**src/rtl/scanRegPkg.sv**
```systemverilog
package scanRegPkg;
  typedef struct packed {
    logic capture;   // reload chain from the read latch
    logic shift;     // shift chain by one bit
    logic wrIssue;   // launch a bus write next cycle
    logic rdIssue;   // launch a bus read next cycle
    logic rdLatch;   // bus read in progress: latch returned data
  } scanStrobes_t;
endpackage

```
**src/rtl/scanRegCtrl.sv**
```systemverilog
module scanRegCtrl
  import scanRegPkg::*;
(
  input  logic         clk,
  input  logic         rstN,
  input  logic         chainSel,
  input  logic         captureDr,
  input  logic         shiftDr,
  input  logic         updateDr,
  input  logic         rwBit,
  output scanStrobes_t strobes
);
  logic doCapture, doShift, doUpdate;
  logic rdPending;

  // Capture has priority over shift, and shift over update
  always_comb begin
    doCapture = chainSel && captureDr;
    doShift   = chainSel && shiftDr && !captureDr;
    doUpdate  = chainSel && updateDr && !captureDr && !shiftDr;
  end

  // Tracks the cycle in which the bus read is outstanding
  always_ff @(posedge clk) begin
    if (!rstN) rdPending <= 1'b0;
    else       rdPending <= doUpdate && !rwBit;
  end

  always_comb begin
    strobes.capture = doCapture;
    strobes.shift   = doShift;
    strobes.wrIssue = doUpdate && rwBit;
    strobes.rdIssue = doUpdate && !rwBit;
    strobes.rdLatch = rdPending;
  end
endmodule

```
**src/rtl/scanRegDatapath.sv**
```systemverilog
module scanRegDatapath
  import scanRegPkg::*;
#(
  parameter int DATA_W = 32,
  parameter int ADDR_W = 7
) (
  input  logic              clk,
  input  logic              rstN,
  input  scanStrobes_t      strobes,
  input  logic              tdi,
  output logic              chainOut,
  output logic              rwBit,
  output logic [ADDR_W-1:0] busAddr,
  output logic [DATA_W-1:0] busWrData,
  output logic              busWrEn,
  output logic              busRdEn,
  input  logic [DATA_W-1:0] busRdData
);
  localparam int CHAIN_W = DATA_W + ADDR_W + 1;
  localparam int RW_POS  = CHAIN_W - 1;

  logic [CHAIN_W-1:0] chainReg;
  logic [DATA_W-1:0]  readHold;
  logic [ADDR_W-1:0]  fieldAddr;
  logic [DATA_W-1:0]  fieldData;

  assign fieldData = chainReg[DATA_W-1:0];
  assign fieldAddr = chainReg[DATA_W +: ADDR_W];
  assign rwBit     = chainReg[RW_POS];
  assign chainOut  = chainReg[0];

  always_ff @(posedge clk) begin
    if (!rstN) begin
      chainReg <= '0;
    end else if (strobes.capture) begin
      chainReg <= {{(CHAIN_W-DATA_W){1'b0}}, readHold};
    end else if (strobes.shift) begin
      chainReg <= {tdi, chainReg[CHAIN_W-1:1]};
    end
  end

  always_ff @(posedge clk) begin
    if (!rstN) begin
      busWrEn   <= 1'b0;
      busRdEn   <= 1'b0;
      busAddr   <= '0;
      busWrData <= '0;
    end else begin
      busWrEn <= strobes.wrIssue;
      busRdEn <= strobes.rdIssue;
      if (strobes.wrIssue || strobes.rdIssue) busAddr <= fieldAddr;
      if (strobes.wrIssue) busWrData <= fieldData;
    end
  end

  always_ff @(posedge clk) begin
    if (!rstN)                readHold <= '0;
    else if (strobes.rdLatch) readHold <= busRdData;
  end
endmodule

```
**src/rtl/scanRegPort.sv**
```systemverilog
module scanRegPort
  import scanRegPkg::*;
#(
  parameter int DATA_W = 32,
  parameter int ADDR_W = 7
) (
  input  logic              clk,
  input  logic              rstN,
  input  logic              chainSel,
  input  logic              captureDr,
  input  logic              shiftDr,
  input  logic              updateDr,
  input  logic              tdi,
  output logic              tdo,
  output logic [ADDR_W-1:0] busAddr,
  output logic [DATA_W-1:0] busWrData,
  output logic              busWrEn,
  output logic              busRdEn,
  input  logic [DATA_W-1:0] busRdData
);
  scanStrobes_t strobes;
  logic rwBit;
  logic chainOut;

  scanRegCtrl u_ctrl (
    .clk(clk), .rstN(rstN), .chainSel(chainSel), .captureDr(captureDr),
    .shiftDr(shiftDr), .updateDr(updateDr), .rwBit(rwBit), .strobes(strobes)
  );

  scanRegDatapath #(.DATA_W(DATA_W), .ADDR_W(ADDR_W)) u_dp (
    .clk(clk), .rstN(rstN), .strobes(strobes), .tdi(tdi), .chainOut(chainOut),
    .rwBit(rwBit), .busAddr(busAddr), .busWrData(busWrData), .busWrEn(busWrEn),
    .busRdEn(busRdEn), .busRdData(busRdData)
  );

  // Pass-through when another chain is selected
  assign tdo = chainSel ? chainOut : tdi;
endmodule

```
**config.mk**
```make
export PLATFORM = sky130hd
export DESIGN_NAME = scanRegPort
export DESIGN_NICKNAME = d
export VERILOG_FILES = /design/src/rtl/scanRegPkg.sv /design/src/rtl/scanRegCtrl.sv /design/src/rtl/scanRegDatapath.sv /design/src/rtl/scanRegPort.sv
export SDC_FILE = /design/constraint.sdc
export NUM_CORES = 1
export LEC_CHECK = 0
export BUFFER_PORTS_ARGS = -buffer_cell sky130_fd_sc_hd__buf_4
export CORE_AREA = 8 8 168 107
export DETAILED_ROUTE_END_ITERATION = 16
export DIE_AREA = 0 0 176 115
export SLEW_MARGIN = 20
export SYNTH_ARGS = -nofsm -noshare
export SYNTH_HDL_FRONTEND = slang
export SYNTH_SLANG_ARGS = --single-unit
```
**constraint.sdc**
```tcl
create_clock -name clk -period 2.3 [get_ports clk]
set_input_delay 0.115 -clock clk [delete_from_list [all_inputs] [get_ports clk]]
set_output_delay 0.115 -clock clk [all_outputs]
set_load 0.03 [all_outputs]
```
[Word-level counts from Yosys, hierarchy flattened]
Cells that the tools add are included.
Word-level totals
  register bits after elaboration: 113
  input bits: 39
  output and inout bits: 42
  word-level logic and storage cells: 25
Cells by class
  mux-type cells: 3
  bitwise gates (word level): 1
  reduce and logical (&&, ||, !) cells: 14
Operators by type and width (number)
  $mux W32: 2
  $logic_and A1 B1 Y1: 8
  $logic_not A1 Y1: 3
  $reduce_bool A2 Y1: 1
  $reduce_or A2 Y1: 1
  $logic_or A1 B1 Y1: 1
  $mux W1: 1
  $not A1 Y1: 1

[Logic depth before layout (Yosys ltp)]
Gate-level depths: netlist (run 1).
  word-level depth: 5
  mapped depth: 7
  gate-level depth less buffers: 3

[Modules after synthesis]
Synthesis (run 1) repeated with hierarchy kept, for this count alone.
Unflattened totals
  cells, all modules: 424
  area, all modules: 4546.9 um^2
By module, submodules not included
  scanRegDatapath: times used 1, cells an instance 412, area an instance 4421.7 um^2, seq. area each 2262.2 um^2
  scanRegCtrl: times used 1, cells an instance 11, area an instance 110.1 um^2, seq. area each 20.0 um^2
  scanRegPort: times used 1, cells an instance 1, area an instance 15.0 um^2, seq. area each 0.0 um^2

[Least setup slack after synthesis (run 1)]
No wires, ideal clock.
  path type: flip-flop to flip-flop
  start point: register, netlist name u_dp.busRdEn
  end point: register u_dp.readHold[10]
  library setup time: 116 ps
  arrival: 1243 ps
  data required time: 2184 ps
  path slack: 941 ps
  stages on the path, launching flop included: 5
  buffers on the path: 2
  period minus slack after synthesis: 1359 ps
  path through: dfxtp_1 clkbuf_1 buf_2 mux2i_1 nor2b_1
RTL lines
  end signal, assigned: RTL line scanRegDatapath.sv:58  | else if (strobes.rdLatch) readHold <= busRdData;
  end, declared: RTL line scanRegDatapath.sv:23  | logic [DATA_W-1:0] readHold;

[Worst setup path after layout (run 1)]
  start point: register u_dp.busRdEn
  end point: output port busRdEn
RTL lines
  start, declared: RTL line scanRegDatapath.sv:16  | output logic busRdEn,
  start signal, assigned: RTL line scanRegDatapath.sv:50  | busRdEn <= strobes.rdIssue;
  end, declared: RTL line scanRegPort.sv:18  | output logic busRdEn,
No word-level cell between the ends.

==> results of run 1 <==
## path summary, 6_finish.rpt
kind / from / endpoint / depth (start not counted)
max: u_dp.busRdEn / busRdEn / 2
max reg2reg: u_dp.chainReg[39] / u_dp.busWrData[4] / 2
min: chainSel / u_dp.chainReg[22] / 3
min reg2reg: u_dp.busWrData[29] / u_dp.busWrData[29] / 2
## area by class of cell
| type | instances | area (sq um) |
|---|---|---|
| timing repair buffer | 122 | 1036 |
| sequential | 113 | 2263 |
| multi-input combinational | 326 | 2042 |
| fill | 1540 | 9399 |
| clock buffer | 21 | 470.5 |
| tap | 209 | 261.5 |
| clock inverter | 10 | 157.7 |
## cell usage in the layout, fill, tap and decap left out, drive strengths merged
cell         synthesis  routed
a21oi               63      63
a22oi                8       8
and2                 1       1
and3                 1       1
and3b                2       2
buf                 13      89
bufinv               0       4
clkbuf              31      21
clkinv               0       6
dfxtp              113     113
dlygate4sd3          0      33
mux2                 1       1
mux2i               72      72
nand2               65      65
nand3               31      31
nor2b               47      47
nor4bb               1       1
o21a                 1       1
o21ai               33      33
## flip-flops by register name, indices dropped and copies added (netlist names)
name,cells
u_dp.chainReg,40
u_dp.busWrData,32
u_dp.readHold,32
u_dp.busAddr,7
u_dp.busRdEn,1
u_dp.busWrEn,1
## power groups by stage
stage	combinational [mW]	sequential, mW	clock [mW]
2_1_floorplan	0.179	2.07	0
3_3_place_gp	0.273	2.09	0
3_5_place_dp	0.281	2.09	0
4_1_cts	0.327	2.05	2.84
5_1_grt	0.360	2.05	2.94
6_report	0.325	2.05	2.79
## routing by layer
layer	global-route usage, %	up-vias	share of wire, %	routed length, um
met1	16.70	1740	51	6177
met4	3.768	0	1.0	120
li1	-	1843	-	-
met2	16.30	110	40	4856
met5	0	-	0	0
met3	5.116	10	7.1	856
## metrics by stage
stage          power [mW]  std cells  setup slack, ns  hold WS, ns
2_1_floorplan       2.251        483           0.9407       0.2844
3_3_place_gp        2.361        737           0.7419       0.3703
3_5_place_dp        2.369        737           0.6790       0.3815
4_1_cts             5.219        801           0.5968      0.06968
5_1_grt             5.353        801           0.5428      0.07969
6_report            5.162        801           0.6288      0.08660
## logic make-up after synthesis
group                  after synthesis  share of synthesized area [%]
AOI/OAI and AO/OA                  105                          12.05
DFF                                113                          49.75
buffers and inverters               44                          5.586
muxes                               73                          16.10
and+or+nand+nor                    148                          16.51
## worst register-to-register path, stage by stage (launching register included)
cell and delay (ns):
dfxtp_1 0.42, and2_4 0.57, mux2i_1 0.28
==> metrics.txt, run 1 <==
DR vias 3703; status complete, no violations; Max Fclk 0.5984 GHz; overflow left after global routing 0; Yosys warning count 0; post-route antenna net violation count 0; Max Clock Skew 0.01952 ns; Net Sw Frac 21.45%; min-delay worst type input port to register; Area growth syn-to-layout 37.04%; Syn Nets 522; total track usage 12.01%; post-synth top area share 49.75%; Post-synth EDFFs 0; layout cells sized above 1 20.95%; Yosys top cell by area dfxtp_1; Combinational Power Share 6.3%; synth unique cells 18; First-pass DRT Iterations 5; antenna violations before repair 0; Pint 4.055 mW; CTS Hold Buffers Added 33; mapped cell area 4547 sq um; Die ar. 20240 sq um; post-synthesis instance total 483; final setup vio count 0; CTS resizes 0; IO Count 81; iteration-0 DRC count of the detailed router 270; Clock Power Share 54.0%; Synth area leaders dfxtp_1 50%, mux2i_1 16%, a21oi_1 6.9%, nor2b_1 6.5%, nand2_1 5.4%; Post-DP Area 5273 sq um; setup TNS 0 ns; number of cell rows 36; Die Wd 176 um; clock buffer count from CTS 17; clock root buffer master clkbuf_16; Reg2Reg Setup Slack 0.95 ns; RSZ-0062 raised after global routing false; # Post-CTS Setup Buffers 0; top-count cell post-synth dfxtp_1; CTS tree yes; CP max stage delay 0.70 ns; CP required 2.18 ns; Seq pwr share 39.7%; worst vdd rail ir drop 0.3796 mV; total clock sinks 113; Core Footprint 15630 sq um; crit end category primary output; Yosys reg bits 113; cell area power density 828.5 nW/um^2; Final GP Congestion 0.7681; worst-margin pin slew 0.5942 ns; fin crit period 1.671 ns; family with the most delay on the worst path flip-flops; vias in the first global route 3669; routed len/inst 15.00 um; Max H-tree Level 4; DRC viols 0; first-pass GRT wire length 19250 um; fin crit share 72.66%; CP Class register to primary output; fin util 39.87%; most frequent cells after synthesis 113 x dfxtp_1, 72 x mux2i_1, 65 x nand2_1; CP cell instances buf_12, buf_4; Final Hold Vio Count 0; Sw Pwr 1.107 mW; Clk pin slew, worst setup/hold paths 0.06 ns; Antenna Cells 0; top_reg_cell synth dfxtp_1; via/cell ratio 4.623; drt total wl 12010 um; Relative slew margins 60.38%; Die Ht 115 um; Worst-Skew Late Latency 0.42 ns; Starting Density 29.09%; PortBufs 80; Max Cap Violations 0; CTS Buffer Depth 2; Slowest-stage cell, CP dfxtp_2; crit path buf inv count 2; P_leak 2.265 nW; DPL Wire Length 8123 um; Final Slew Violations 0; CP Data Arrival Time 1.56 ns; fraction of registers with async set/reset 0%; NumNets Final 619; Synth Area per Inst 9.414 sq um; CP max FO 18; largest net degree at the start of global routing 81; post-route cell area 6231 sq um; sequential share of the synthesized area 49.75%; startpoint types register
(Power assumes the default switching activity.)
==> inputs of run 2 (changes only) <==
==> constraint.sdc (replaced) <==
create_clock -name clk -period 1.7 [get_ports clk]
set_input_delay 0.085 -clock clk [delete_from_list [all_inputs] [get_ports clk]]
set_output_delay 0.085 -clock clk [all_outputs]
set_load 0.03 [all_outputs]
==> run 2 against run 1 <==
Effect of this change: power grew 28%; non-clock buffer count grew 3; critical path type unchanged; utilization fell by 0.26 points.
==> metrics.txt, run 2 (synthesis results as in run 1) <==
Final Slew Violations 0 (unchanged); Max H-tree Level 4 (unchanged); P_leak 2.243 nW (-0.95%); min-delay worst type input port to register; fin crit period 1.356 ns; CP required 1.62 ns (-0.56 ns); Core Footprint 15630 sq um (unchanged); largest net degree at the start of global routing 58 (-28%); CP max FO 18 (unchanged); Area growth syn-to-layout 36.13%; cell area power density 1068 nW/um^2 (+29%); PortBufs 80 (unchanged); Worst Hold Slack 0.06322 ns (-0.02338 ns); Max Cap Violations 0 (unchanged); fin crit share 79.75%; Finished Layout Cells 805 (+0.50%); Antenna Cells 0 (unchanged); vias in the first global route 3775 (+2.9%); Final Hold Vio Count 0 (unchanged); worst-margin pin slew 1.021 ns (+0.4270 ns); clock root buffer master clkbuf_16; Die Ht 115 um (unchanged); Die Wd 176 um (unchanged); # Post-CTS Setup Buffers 0 (unchanged); Post-DP Area 5295 sq um (+0.43%); total track usage 11.78% (-0.23 points); overflow left after global routing 0 (unchanged); final setup vio count 0 (unchanged); CP Data Arrival Time 1.27 ns (-0.29 ns); Final GP Congestion 0.7559 (-1.6%); worst vdd rail ir drop 0.5247 mV (+38%); number of cell rows 36 (unchanged); post-route cell area 6190 sq um (-0.66%); Clk pin slew, worst setup/hold paths 0.05 ns (about the same); via/cell ratio 4.601 (-0.47%); CTS Buffer Depth 2 (unchanged); layout cells sized above 1 21.14% (+0.19 points); post-route antenna net violation count 0 (unchanged); Die ar. 20240 sq um (unchanged); DRC viols 0 (unchanged); first-pass GRT wire length 19220 um (-0.18%); total clock sinks 113 (unchanged); iteration-0 DRC count of the detailed router 255 (-5.6%); RSZ-0062 raised after global routing false; CTS resizes 0 (unchanged); largest register by flop count u_dp.chainReg; crit end category primary output; number of instances in the placed design 740 (+0.41%); Starting Density 29.09% (unchanged); DR vias 3704 (+0.027%); fin util 39.60% (-0.26 points); antenna violations before repair 0 (unchanged); drt total wl 11680 um (-2.7%); routed len/inst 14.51 um (-3.2%); biggest registers after layout u_dp.chainReg (40), u_dp.busWrData (32), u_dp.readHold (32); most frequent cells in the layout 112 x dfxtp_1, 89 x buf_4, 72 x mux2i_1; CP Class register to primary output; IO Count 81 (unchanged); Worst-Skew Late Latency 0.40 ns (-0.02 ns); CTS tree yes; Max Fclk 0.7376 GHz; startpoint types register; Max Clock Skew 0.01197 ns (-0.007549 ns); Reg2Reg Setup Slack 0.56 ns (-0.39 ns); setup TNS 0 ns (unchanged); most common cell after layout, fill and taps aside dfxtp_1; NumNets Final 622 (+0.48%); CTS Hold Buffers Added 33 (unchanged); Relative slew margins 31.66% (-29 points); clock buffer count from CTS 17 (unchanged); DPL Wire Length 7855 um (-3.3%); First-pass DRT Iterations 4 (-1); status complete, no violations; number of flip-flops in the largest register 40 (unchanged)
[run 2: changes by cell type in the layout (fill, tap and decap cells not counted)]
cell,delta
clkinv_2,+2
clkbuf_8,-2
clkinv_4,-1
bufinv_16,-2
clkinvlp_4,+2
clkbuf_1,+2
buf_4,+3
[run 2: layout make-up]
type,count,area [sq um]
Clock inverter,11,113.9
Tap cell,209,261.5
Sequential cell,113,2263
Timing Repair Buffer,125,1059
Clock buffer,21,450.4
Fill cell,1586,9440
Multi-Input combinational cell,326,2042
[run 2: critical path: stages (launching register included)]
cell and delay, ns:
dfxtp_2 0.32, buf_4 0.32, buf_4 0.23
[run 2: power breakdown]
part / internal (mW) / leakage (nW) / switching, mW
Combinational: 0.218 / 1.05 / 0.227
Clock: 2.18 / 0.276 / 1.22
Sequential: 2.72 / 0.917 / 0.0514
Total: 5.11 / 2.24 / 1.50
[run 2: layer usage]
metal | part of all wire (%) | track usage [%]
met3 | 5.6 | 3.411
met2 | 41 | 16.55
met5 | 0 | 0
met4 | 0.68 | 4.218
met1 | 52 | 16.71
[run 2: metrics by stage]
step | worst slack (ns) | total power, mW
2_1_floorplan | 0.3407 | 3.046
3_3_place_gp | 0.2578 | 3.191
3_5_place_dp | 0.1895 | 3.205
4_1_cts | 0.3102 | 6.674
5_1_grt | 0.2784 | 6.859
6_report | 0.3442 | 6.611
[run 2: path summary, 6_finish.rpt]
| check | end | depth (start not counted) | from |
|---|---|---|---|
| max | busRdEn | 2 | u_dp.busRdEn |
| min | u_dp.chainReg[30] | 3 | captureDr |
| max reg2reg | u_dp.busWrData[3] | 3 | u_dp.chainReg[39] |
| min reg2reg | u_dp.busWrData[12] | 2 | u_dp.busWrData[12] |
==> inputs of run 3 (changes only) <==
==> constraint.sdc (replaced) <==
create_clock -name clk -period 1.4 [get_ports clk]
set_input_delay 0.07 -clock clk [delete_from_list [all_inputs] [get_ports clk]]
set_output_delay 0.07 -clock clk [all_outputs]
set_load 0.03 [all_outputs]
==> run 3 against run 2 <==
Effect of this change: sequential share of layout area shrank 0.97 points; hold slack gained 0.055 ns; critical path type is now input port to primary output; combinational power grew 28%; clock skew shrank 0.0038 ns; first-iteration DRC count shrank 9.0%; worst setup slack lost 0.20 ns; die area is the same; largest cell class unchanged; cell count grew 0.62%; utilization grew 1.1 points; non-clock buffer count grew 6.
==> metrics.txt, run 3 (synthesis results as in run 1) <==
Worst-Skew Late Latency 0.40 ns (about the same); post-route cell area 6359 sq um (+2.7%); total track usage 12.56% (+0.78 points); largest register by flop count u_dp.chainReg; Die Ht 115 um (unchanged); Pint 6.736 mW (+32%); Relative slew margins 74.89% (+43 points); layout cells sized above 1 22.13% (+0.99 points); Final GP Congestion 0.7428 (-1.7%); final setup vio count 0 (unchanged); CP Data Arrival Time 1.18 ns (-0.09 ns); most common cell after layout, fill and taps aside dfxtp_1; routed len/inst 15.23 um (+5.0%); via/cell ratio 4.646 (+0.97%); fin crit period 1.254 ns; Final Slew Violations 0 (unchanged); CTS resizes 0 (unchanged); Area growth syn-to-layout 39.85%; biggest registers after layout u_dp.chainReg (40), u_dp.busWrData (32), u_dp.readHold (32); Filler cells 1567 (-1.2%); min-delay worst type input port to register; Max Clock Skew 0.008155 ns (-0.003811 ns); Max Cap Violations 0 (unchanged); CTS tree yes; Post-DP Area 5390 sq um (+1.8%); total clock sinks 113 (unchanged); Clk pin slew, worst setup/hold paths 0.05 ns (about the same); clock buffer count from CTS 17 (unchanged); Max Fclk 0.7977 GHz; Total Power 8.573 mW (+30%); overflow left after global routing 0 (unchanged); Sw Pwr 1.837 mW (+23%); setup TNS 0 ns (unchanged); DR vias 3763 (+1.6%); Max H-tree Level 4 (unchanged); Die ar. 20240 sq um (unchanged); RSZ-0062 raised after global routing false; clock root buffer master clkbuf_16; CP Class input port to primary output; CTS Hold Buffers Added 33 (unchanged); fin crit share 89.54%; Antenna Cells 0 (unchanged); first-pass GRT wire length 20290 um (+5.6%); worst-margin pin slew 0.3766 ns (-0.6447 ns); CP max FO 2 (-16); antenna violations before repair 0 (unchanged); NumNets Final 628 (+0.96%); Seq pwr share 39.2% (-2.7 points); DRC viols 0 (unchanged); Starting Density 29.09% (unchanged); First-pass DRT Iterations 4 (unchanged); PortBufs 80 (unchanged); IO Count 81 (unchanged); largest net degree at the start of global routing 45 (-22%); number of flip-flops in the largest register 40 (unchanged); startpoint types input port; DPL Wire Length 8317 um (+5.9%); worst vdd rail ir drop 0.5063 mV (-3.5%); drt total wl 12340 um (+5.6%); Die Wd 176 um (unchanged); CTS Buffer Depth 2 (unchanged); most frequent cells in the layout 112 x dfxtp_1, 91 x buf_4, 72 x mux2i_1; Final Hold Vio Count 0 (unchanged); cell area power density 1348 nW/um^2 (+26%); iteration-0 DRC count of the detailed router 232 (-9.0%); Clock Power Share 54.2% (+2.8 points); P_leak 2.318 nW (+3.4%); vias in the first global route 3913 (+3.7%); CP required 1.33 ns (-0.29 ns); crit end category primary output; number of cell rows 36 (unchanged); Net Sw Frac 21.43% (-1.2 points); # Post-CTS Setup Buffers 0 (unchanged); post-route antenna net violation count 0 (unchanged); Combinational Power Share 6.6% (about the same); Core Footprint 15630 sq um (unchanged); status complete, no violations
[run 3: changes by cell type in the layout (fill, tap and decap cells not counted)]
| cell | delta |
|---|---|
| clkbuf_1 | -2 |
| clkinv_2 | -4 |
| bufinv_16 | +2 |
| clkbuf_8 | +3 |
| buf_12 | +4 |
| buf_4 | +2 |
[run 3: layout make-up]
| type | count | area [sq um] | share of cell area [%] |
|---|---|---|---|
| repair buffers | 131 | 1154 | 18.14 |
| clock buffers | 22 | 484.2 | 7.615 |
| multi-input cells | 326 | 2042 | 32.11 |
| clock inverters | 9 | 153.9 | 2.420 |
| well taps | 209 | 261.5 | 4.113 |
| flip-flops and latches | 113 | 2263 | 35.60 |
[run 3: per-layer routing]
metal / global-route usage (%) / share of wire (%) / up-vias
li1: - / - / 1867
met1: 16.55 / 49 / 1776
met4: 4.612 / 0.92 / 0
met2: 18.91 / 44 / 111
met5: 0 / 0 / -
met3: 4.067 / 6.2 / 9
[run 3: power by group through the flow]
stage / clock network (mW) / logic, mW / registers [mW]
2_1_floorplan: 0 / 0.294 / 3.40
3_3_place_gp: 0 / 0.483 / 3.42
3_5_place_dp: 0 / 0.498 / 3.42
4_1_cts: 4.72 / 0.575 / 3.36
5_1_grt: 4.89 / 0.632 / 3.36
6_report: 4.65 / 0.569 / 3.36
[run 3: worst paths after layout]
path	from	endpoint	slack, ns	cells after the start
setup / recovery	tdi	tdo	0.15	4
hold reg to reg	u_dp.busWrData[9]	u_dp.busWrData[9]	0.46	2
hold / removal	rstN	u_dp.chainReg[11]	0.12	3
setup reg to reg	u_dp.chainReg[39]	u_dp.busWrData[27]	0.27	3
[run 3: stage by stage]
stage	utilization [%]	hold WS, ns	std cells	setup slack, ns
2_1_floorplan	-	0.2394	483	0.04072
3_3_place_gp	34.49	0.3269	746	0.2107
3_5_place_dp	34.49	0.3353	746	0.1450
4_1_cts	40.68	0.1045	810	0.1365
5_1_grt	40.68	0.1274	810	0.1091
6_report	40.68	0.1185	810	0.1465
[run 3: worst max-delay path, stage by stage]
cell and delay, ns:
dlygate4sd3_1 0.54, buf_4 0.14, mux2_2 0.26, buf_4 0.17
